`config.mk`:
```
export PLATFORM = sky130hd
export DESIGN_NAME = intc_level_bank
export DESIGN_NICKNAME = d
export VERILOG_FILES = /design/src/rtl/intc_pkg.sv /design/src/rtl/intc_sync.sv /design/src/rtl/intc_regs.sv /design/src/rtl/intc_pend.sv /design/src/rtl/intc_level_bank.sv
export SDC_FILE = /design/constraint.sdc
export NUM_CORES = 1
export LEC_CHECK = 0
export BUFFER_PORTS_ARGS = -buffer_cell sky130_fd_sc_hd__buf_2
export CAP_MARGIN = 5
export CORE_MARGIN = 1
export CORE_UTILIZATION = 45
export CTS_CLUSTER_SIZE = 24
export DETAILED_ROUTE_END_ITERATION = 10
export HOLD_SLACK_MARGIN = 0.1
export MAX_ROUTING_LAYER = met4
export PLACE_DENSITY_LB_ADDON = 0.3
export SLEW_MARGIN = 20
export SYNTH_ARGS = -nofsm -noshare
export SYNTH_HDL_FRONTEND = slang
export SYNTH_HIERARCHICAL = 1
export SYNTH_SLANG_ARGS = --single-unit
```
`constraint.sdc`:
```
create_clock -name clk -period 2.2 [get_ports clk]
set_input_delay 0.11 -clock clk [delete_from_list [all_inputs] [get_ports clk]]
set_output_delay 0.11 -clock clk [all_outputs]
set_load 0.02 [all_outputs]
```
`src/rtl/intc_pkg.sv`:
```
package intc_pkg;

   localparam int unsigned OFS_CAUSE  = 0;
   localparam int unsigned OFS_IRQ_EN = 4;
   localparam int unsigned OFS_FIQ_EN = 8;
   localparam int unsigned OFS_EP_EN  = 12;

   typedef enum logic [1:0] {
      SEL_CAUSE = 2'd0,
      SEL_IRQ   = 2'd1,
      SEL_FIQ   = 2'd2,
      SEL_EP    = 2'd3
   } reg_sel_e;

   typedef struct packed {
      logic     hit;
      reg_sel_e sel;
   } reg_dec_t;

   function automatic int idx_width(input int n);
      return (n > 1) ? $clog2(n) : 1;
   endfunction

endpackage

```
`src/rtl/intc_sync.sv`:
```
module intc_sync #(
   parameter int WIDTH  = 32,
   parameter int STAGES = 2
) (
   input  logic             clk,
   input  logic             rst_n,
   input  logic [WIDTH-1:0] d_i,
   output logic [WIDTH-1:0] q_o
);

   if (STAGES < 0) begin : g_bad_stages
      $error("intc_sync: STAGES must not be negative");
   end

   if (STAGES == 0) begin : g_bypass
      assign q_o = d_i;
   end else begin : g_chain
      logic [WIDTH-1:0] stg_q [STAGES];

      always_ff @(posedge clk or negedge rst_n) begin
         if (!rst_n) begin
            for (int k = 0; k < STAGES; k++) stg_q[k] <= '0;
         end else begin
            stg_q[0] <= d_i;
            for (int k = 1; k < STAGES; k++) stg_q[k] <= stg_q[k-1];
         end
      end

      assign q_o = stg_q[STAGES-1];
   end

endmodule

```
`src/rtl/intc_regs.sv`:
```
module intc_regs
   import intc_pkg::*;
#(
   parameter int NUM_SRC = 32,
   parameter int ADDR_W  = 4,
   parameter int DATA_W  = 32
) (
   input  logic               clk,
   input  logic               rst_n,
   input  logic [ADDR_W-1:0]  bus_addr,
   input  logic               bus_we,
   input  logic [DATA_W-1:0]  bus_wdata,
   output logic [DATA_W-1:0]  bus_rdata,
   input  logic [NUM_SRC-1:0] cause_i,
   output logic [NUM_SRC-1:0] irq_en_o,
   output logic [NUM_SRC-1:0] fiq_en_o,
   output logic [NUM_SRC-1:0] ep_en_o
);

   reg_dec_t           dec;
   logic [NUM_SRC-1:0] irq_en_q, fiq_en_q, ep_en_q;
   logic [NUM_SRC-1:0] wr_val;

   assign wr_val = bus_wdata[NUM_SRC-1:0];

   always_comb begin
      dec.hit = 1'b1;
      dec.sel = SEL_CAUSE;
      if (bus_addr == ADDR_W'(OFS_CAUSE))       dec.sel = SEL_CAUSE;
      else if (bus_addr == ADDR_W'(OFS_IRQ_EN)) dec.sel = SEL_IRQ;
      else if (bus_addr == ADDR_W'(OFS_FIQ_EN)) dec.sel = SEL_FIQ;
      else if (bus_addr == ADDR_W'(OFS_EP_EN))  dec.sel = SEL_EP;
      else                                      dec.hit = 1'b0;
   end

   always_ff @(posedge clk or negedge rst_n) begin
      if (!rst_n) begin
         irq_en_q <= '0;
         fiq_en_q <= '0;
         ep_en_q  <= '0;
      end else if (bus_we && dec.hit) begin
         unique case (dec.sel)
            SEL_IRQ:   irq_en_q <= wr_val;
            SEL_FIQ:   fiq_en_q <= wr_val;
            SEL_EP:    ep_en_q  <= wr_val;
            SEL_CAUSE: ;
         endcase
      end
   end

   always_comb begin
      bus_rdata = '0;
      if (dec.hit) begin
         unique case (dec.sel)
            SEL_CAUSE: bus_rdata = DATA_W'(cause_i);
            SEL_IRQ:   bus_rdata = DATA_W'(irq_en_q);
            SEL_FIQ:   bus_rdata = DATA_W'(fiq_en_q);
            SEL_EP:    bus_rdata = DATA_W'(ep_en_q);
         endcase
      end
   end

   assign irq_en_o = irq_en_q;
   assign fiq_en_o = fiq_en_q;
   assign ep_en_o  = ep_en_q;

endmodule

```
`src/rtl/intc_pend.sv`:
```
module intc_pend
   import intc_pkg::*;
#(
   parameter int NUM_SRC = 32,
   localparam int IDX_W  = idx_width(NUM_SRC)
) (
   input  logic [NUM_SRC-1:0] cause_i,
   input  logic [NUM_SRC-1:0] irq_en_i,
   input  logic [NUM_SRC-1:0] fiq_en_i,
   output logic               irq_o,
   output logic               fiq_o,
   output logic [IDX_W-1:0]   top_idx_o,
   output logic               top_vld_o
);

   logic [NUM_SRC-1:0] irq_pend, fiq_pend;

   assign irq_pend = cause_i & irq_en_i;
   assign fiq_pend = cause_i & fiq_en_i;
   assign irq_o    = |irq_pend;
   assign fiq_o    = |fiq_pend;

   // ascending scan: the last hit wins, giving the highest set bit
   always_comb begin
      top_idx_o = '0;
      top_vld_o = 1'b0;
      for (int i = 0; i < NUM_SRC; i++) begin
         if (irq_pend[i]) begin
            top_idx_o = IDX_W'(i);
            top_vld_o = 1'b1;
         end
      end
   end

endmodule

```
`src/rtl/intc_level_bank.sv`:
```
module intc_level_bank
   import intc_pkg::*;
#(
   parameter int NUM_SRC     = 32,
   parameter int ADDR_W      = 4,
   parameter int DATA_W      = 32,
   parameter int SYNC_STAGES = 2,
   localparam int IDX_W      = idx_width(NUM_SRC)
) (
   input  logic               clk,
   input  logic               rst_n,
   input  logic [NUM_SRC-1:0] src_i,
   input  logic [ADDR_W-1:0]  bus_addr,
   input  logic               bus_we,
   input  logic [DATA_W-1:0]  bus_wdata,
   output logic [DATA_W-1:0]  bus_rdata,
   output logic               irq_o,
   output logic               fiq_o,
   output logic [IDX_W-1:0]   top_idx_o,
   output logic               top_vld_o
);

   if (NUM_SRC < 1 || NUM_SRC > DATA_W) begin : g_bad_num_src
      $error("intc_level_bank: NUM_SRC must lie in 1..DATA_W");
   end
   if (ADDR_W < 4) begin : g_bad_addr_w
      $error("intc_level_bank: ADDR_W must cover offsets up to 0xC");
   end

   logic [NUM_SRC-1:0] cause_w;
   logic [NUM_SRC-1:0] irq_en_w, fiq_en_w, ep_en_w;

   intc_sync #(
      .WIDTH (NUM_SRC),
      .STAGES(SYNC_STAGES)
   ) i_sync (
      .clk  (clk),
      .rst_n(rst_n),
      .d_i  (src_i),
      .q_o  (cause_w)
   );

   intc_regs #(
      .NUM_SRC(NUM_SRC),
      .ADDR_W (ADDR_W),
      .DATA_W (DATA_W)
   ) i_regs (
      .clk      (clk),
      .rst_n    (rst_n),
      .bus_addr (bus_addr),
      .bus_we   (bus_we),
      .bus_wdata(bus_wdata),
      .bus_rdata(bus_rdata),
      .cause_i  (cause_w),
      .irq_en_o (irq_en_w),
      .fiq_en_o (fiq_en_w),
      .ep_en_o  (ep_en_w)
   );

   intc_pend #(
      .NUM_SRC(NUM_SRC)
   ) i_pend (
      .cause_i  (cause_w),
      .irq_en_i (irq_en_w),
      .fiq_en_i (fiq_en_w),
      .irq_o    (irq_o),
      .fiq_o    (fiq_o),
      .top_idx_o(top_idx_o),
      .top_vld_o(top_vld_o)
   );

endmodule

```
==> metrics.csv <==
metric,value,unit
total routed wirelength,17.78,mm
min-delay worst type,input port to asynchronous set/reset pin,
Final Skew,0.008991,ns
Multi-input gate area,2988,sq um
FP Rows,46,
crit path cell chain,a22o_1 > a31oi_2 > o2111ai_2 > a2111oi_4 > a211oi_2 > buf_4,
post-route ant nets,0,
Final #Nets,715,
post-route minimum period,2.214,ns
register area,4010,sq um
Core Area,15830,sq um
HPWL after detailed placement,12.25,mm
"Top FF cell, synth",dfrtp_1,
Crit path required time,2.09,ns
placed cell area,7807,sq um
Syn Nets,553,
final hold viol count,0,
# DRC,0,
final setup fails,1,
most used routing layer,met2,
drt initial violations,276,
initial antenna violation count,0,
Synth Cell Area,7258,sq um
final setup margin,-0.01353,ns
total gr overflow,0,
post-route cell area,9324,sq um
Hold Slack,0.2395,ns
met2 Use GR,37.87,%
Initial Util,45.86,%
#FFs+latches synth,160,
Max Freq,451.8,MHz
Critical-path top delay cell,dfrtp_1,
"Max FO, Critical Path",4,
Worst Setup End Kind,primary output,
CTS tree,done,
asr flop ratio synth,100.0,%
Leak,4.208,nW
pin count of the biggest net entering global routing,64,
chip height,129,um
period utilization,100.6,%
CP arrival,2.10,ns
result of the run,"complete, but fails checks",
num ports,111,
"Largest delay share family, worst path",compound AO/OA/AOI/OAI gates,
number of synthesized flops with an enable pin,0,
synthesis warning total,6,
PwrDens,933.3,nW/um^2
maximum VDD drop,0.6604,mV
relative slew slack,60.07,%
PortBufs,110,
clk buf depth,2,
sequential-to-total area share from yosys stat,55.16,%
CP Class,flop to primary output,
vias in the first global route,4937,
CTS Root Cell,clkbuf_16,
all-layer global routing usage,23.76,%
first-pass iteration count of the detailed router,4,
fin util,58.91,%
failing checks,setup timing,
Vias/cell,5.329,
first-pass GRT wire length,27.67,mm
P&R area growth vs syn,28.46,%
GR Layer Usage met3,4.740,%
Startpoint Class,flop,
unrepaired setup endpoints after global routing,yes,
WL/cell,20.37,um
worst slew pin tran,0.5990,ns
die area,16640,sq um
Sink Count,160,
clock-pin transition on the worst setup and hold timing paths,0.07,ns
met1 GRT Util,30.61,%
H-tree depth,4,
"Clk Latency, worst-skew pair",0.43,ns
max-slew violations,0,
Die X,129,um
Avg Inst Size Synth,15.06,sq um
CTS buffer count,17,
diodes inserted,0,
max cap viols,0,
max incr delay on CP,0.42,ns
Netlist cell types,43,
via count,4652,
layout cells sized above 1,48.86,%
Placer Congestion,0.8540,
post-synthesis cell count,482,
fill count,1251,
Buf/Inv on CP,1,
-- cells by family (layout without fill, tap and decap cells) --
logic type             count (synthesis)  in the layout  share of synthesized area, %
buffers and inverters                 53            228                         5.844
AO/OA/AOI/OAI                         49             49                         5.241
multiplexers                         128            128                         26.37
flip-flops                           160            160                         55.16
AND/OR/NAND/NOR                       92             92                         7.378
-- final timing paths --
path                       slack [ns]                                  to  cells past startpoint                          startpoint
min reg2reg                      0.35            i_sync/q_o[26]$_DFF_PN0_                      0  i_sync/g_chain.stg_q[58]$_DFF_PN0_
min in group clk                 0.25      i_regs/ep_en_o[15]$_DFFE_PN0P_                      4                         bus_addr[0]
min                              0.24  i_sync/g_chain.stg_q[45]$_DFF_PN0_                      2                               rst_n
max reg2reg                      1.14     i_regs/irq_en_o[26]$_DFFE_PN0P_                      3     i_regs/irq_en_o[26]$_DFFE_PN0P_
max                             -0.01                        top_idx_o[0]                      6             i_sync/q_o[5]$_DFF_PN0_
max in group asynchronous        1.24            i_sync/q_o[27]$_DFF_PN0_                      3                               rst_n
-- final cells by class --
| type | count | share of cell area, % |
|---|---|---|
| clock inverter | 14 | 1.798 |
| multi-input combinational | 269 | 32.05 |
| clock buffer | 18 | 4.710 |
| tap | 216 | 2.899 |
| sequential | 160 | 43.01 |
| timing repair buffer | 196 | 15.54 |
-- cell usage after synthesis, drive strengths merged (2+ instances only) --
cell type / n / share of area, %
a21o: 2 / 0.21
a21oi: 3 / 0.21
a22o: 5 / 0.62
a22oi: 22 / 2.3
a31oi: 3 / 0.26
a32o: 5 / 0.69
and2: 32 / 2.8
and3: 2 / 0.17
buf: 50 / 5.7
clkbuf: 3 / 0.16
dfrtp: 160 / 55
mux2: 96 / 16
mux4: 32 / 9.9
nand2: 30 / 1.6
nand3: 7 / 0.48
nand4: 7 / 0.90
nor2: 5 / 0.36
or3: 2 / 0.17
or4: 2 / 0.21
-- layer usage --
layer | routed length (um) | vias to the layer above
met5 | 0 | -
met4 | 222 | 0
met3 | 831 | 11
met2 | 8945 | 128
met1 | 7783 | 2425
li1 | - | 2088
-- cell usage in the layout (no fill, tap or decap), types with 6 or more instances in the layout --
| master | n |
|---|---|
| dfrtp_1 | 155 |
| buf_2 | 105 |
| dlygate4sd3_1 | 65 |
| mux2_2 | 59 |
| mux4_2 | 32 |
| nand2_1 | 30 |
| and2_1 | 30 |
| mux2_4 | 30 |
| clkbuf_16 | 17 |
| a22oi_1 | 17 |
| buf_4 | 17 |
| mux2_1 | 7 |
| nand3_1 | 6 |
-- what timing repair did --
item / 4_1_cts / 5_1_grt
cloned: 0 / 0
hold buffers: 65 / 0
pin swaps: 5 / 13
buffers inserted: 2 / 8
resized for setup: 10 / 34
hold endpoints to repair: 189 / 0
setup endpoints to repair: 5 / 6
-- stage by stage --
step / power [mW] / setup WS (ns) / std cells / TNS (ns)
final: 8.702 / -0.01353 / 873 / -0.01353
after global routing: 9.098 / -0.09215 / 873 / -0.2015
after CTS: 8.592 / -0.001615 / 865 / -0.001615
after detailed placement: 5.418 / 0.3207 / 766 / 0
after global placement: 5.344 / 0.3229 / 766 / 0
after floorplan: 4.854 / 0.4659 / 482 / 0
-- state kept, by name (all words and copies together), names as in the netlist --
register and cells:
i_regs/ep_en_o 32, i_regs/fiq_en_o 32, i_regs/irq_en_o 32, i_sync/g_chain.stg_q 32
i_sync/q_o 32
-- report_power, final --
group | internal, mW | switching (mW) | leakage [nW]
clock | 1.74 | 1.27 | 0.292
combinational | 1.07 | 0.805 | 2.00
sequential | 3.42 | 0.402 | 1.92
No activity file was read; power rests on OpenSTA's default activity.
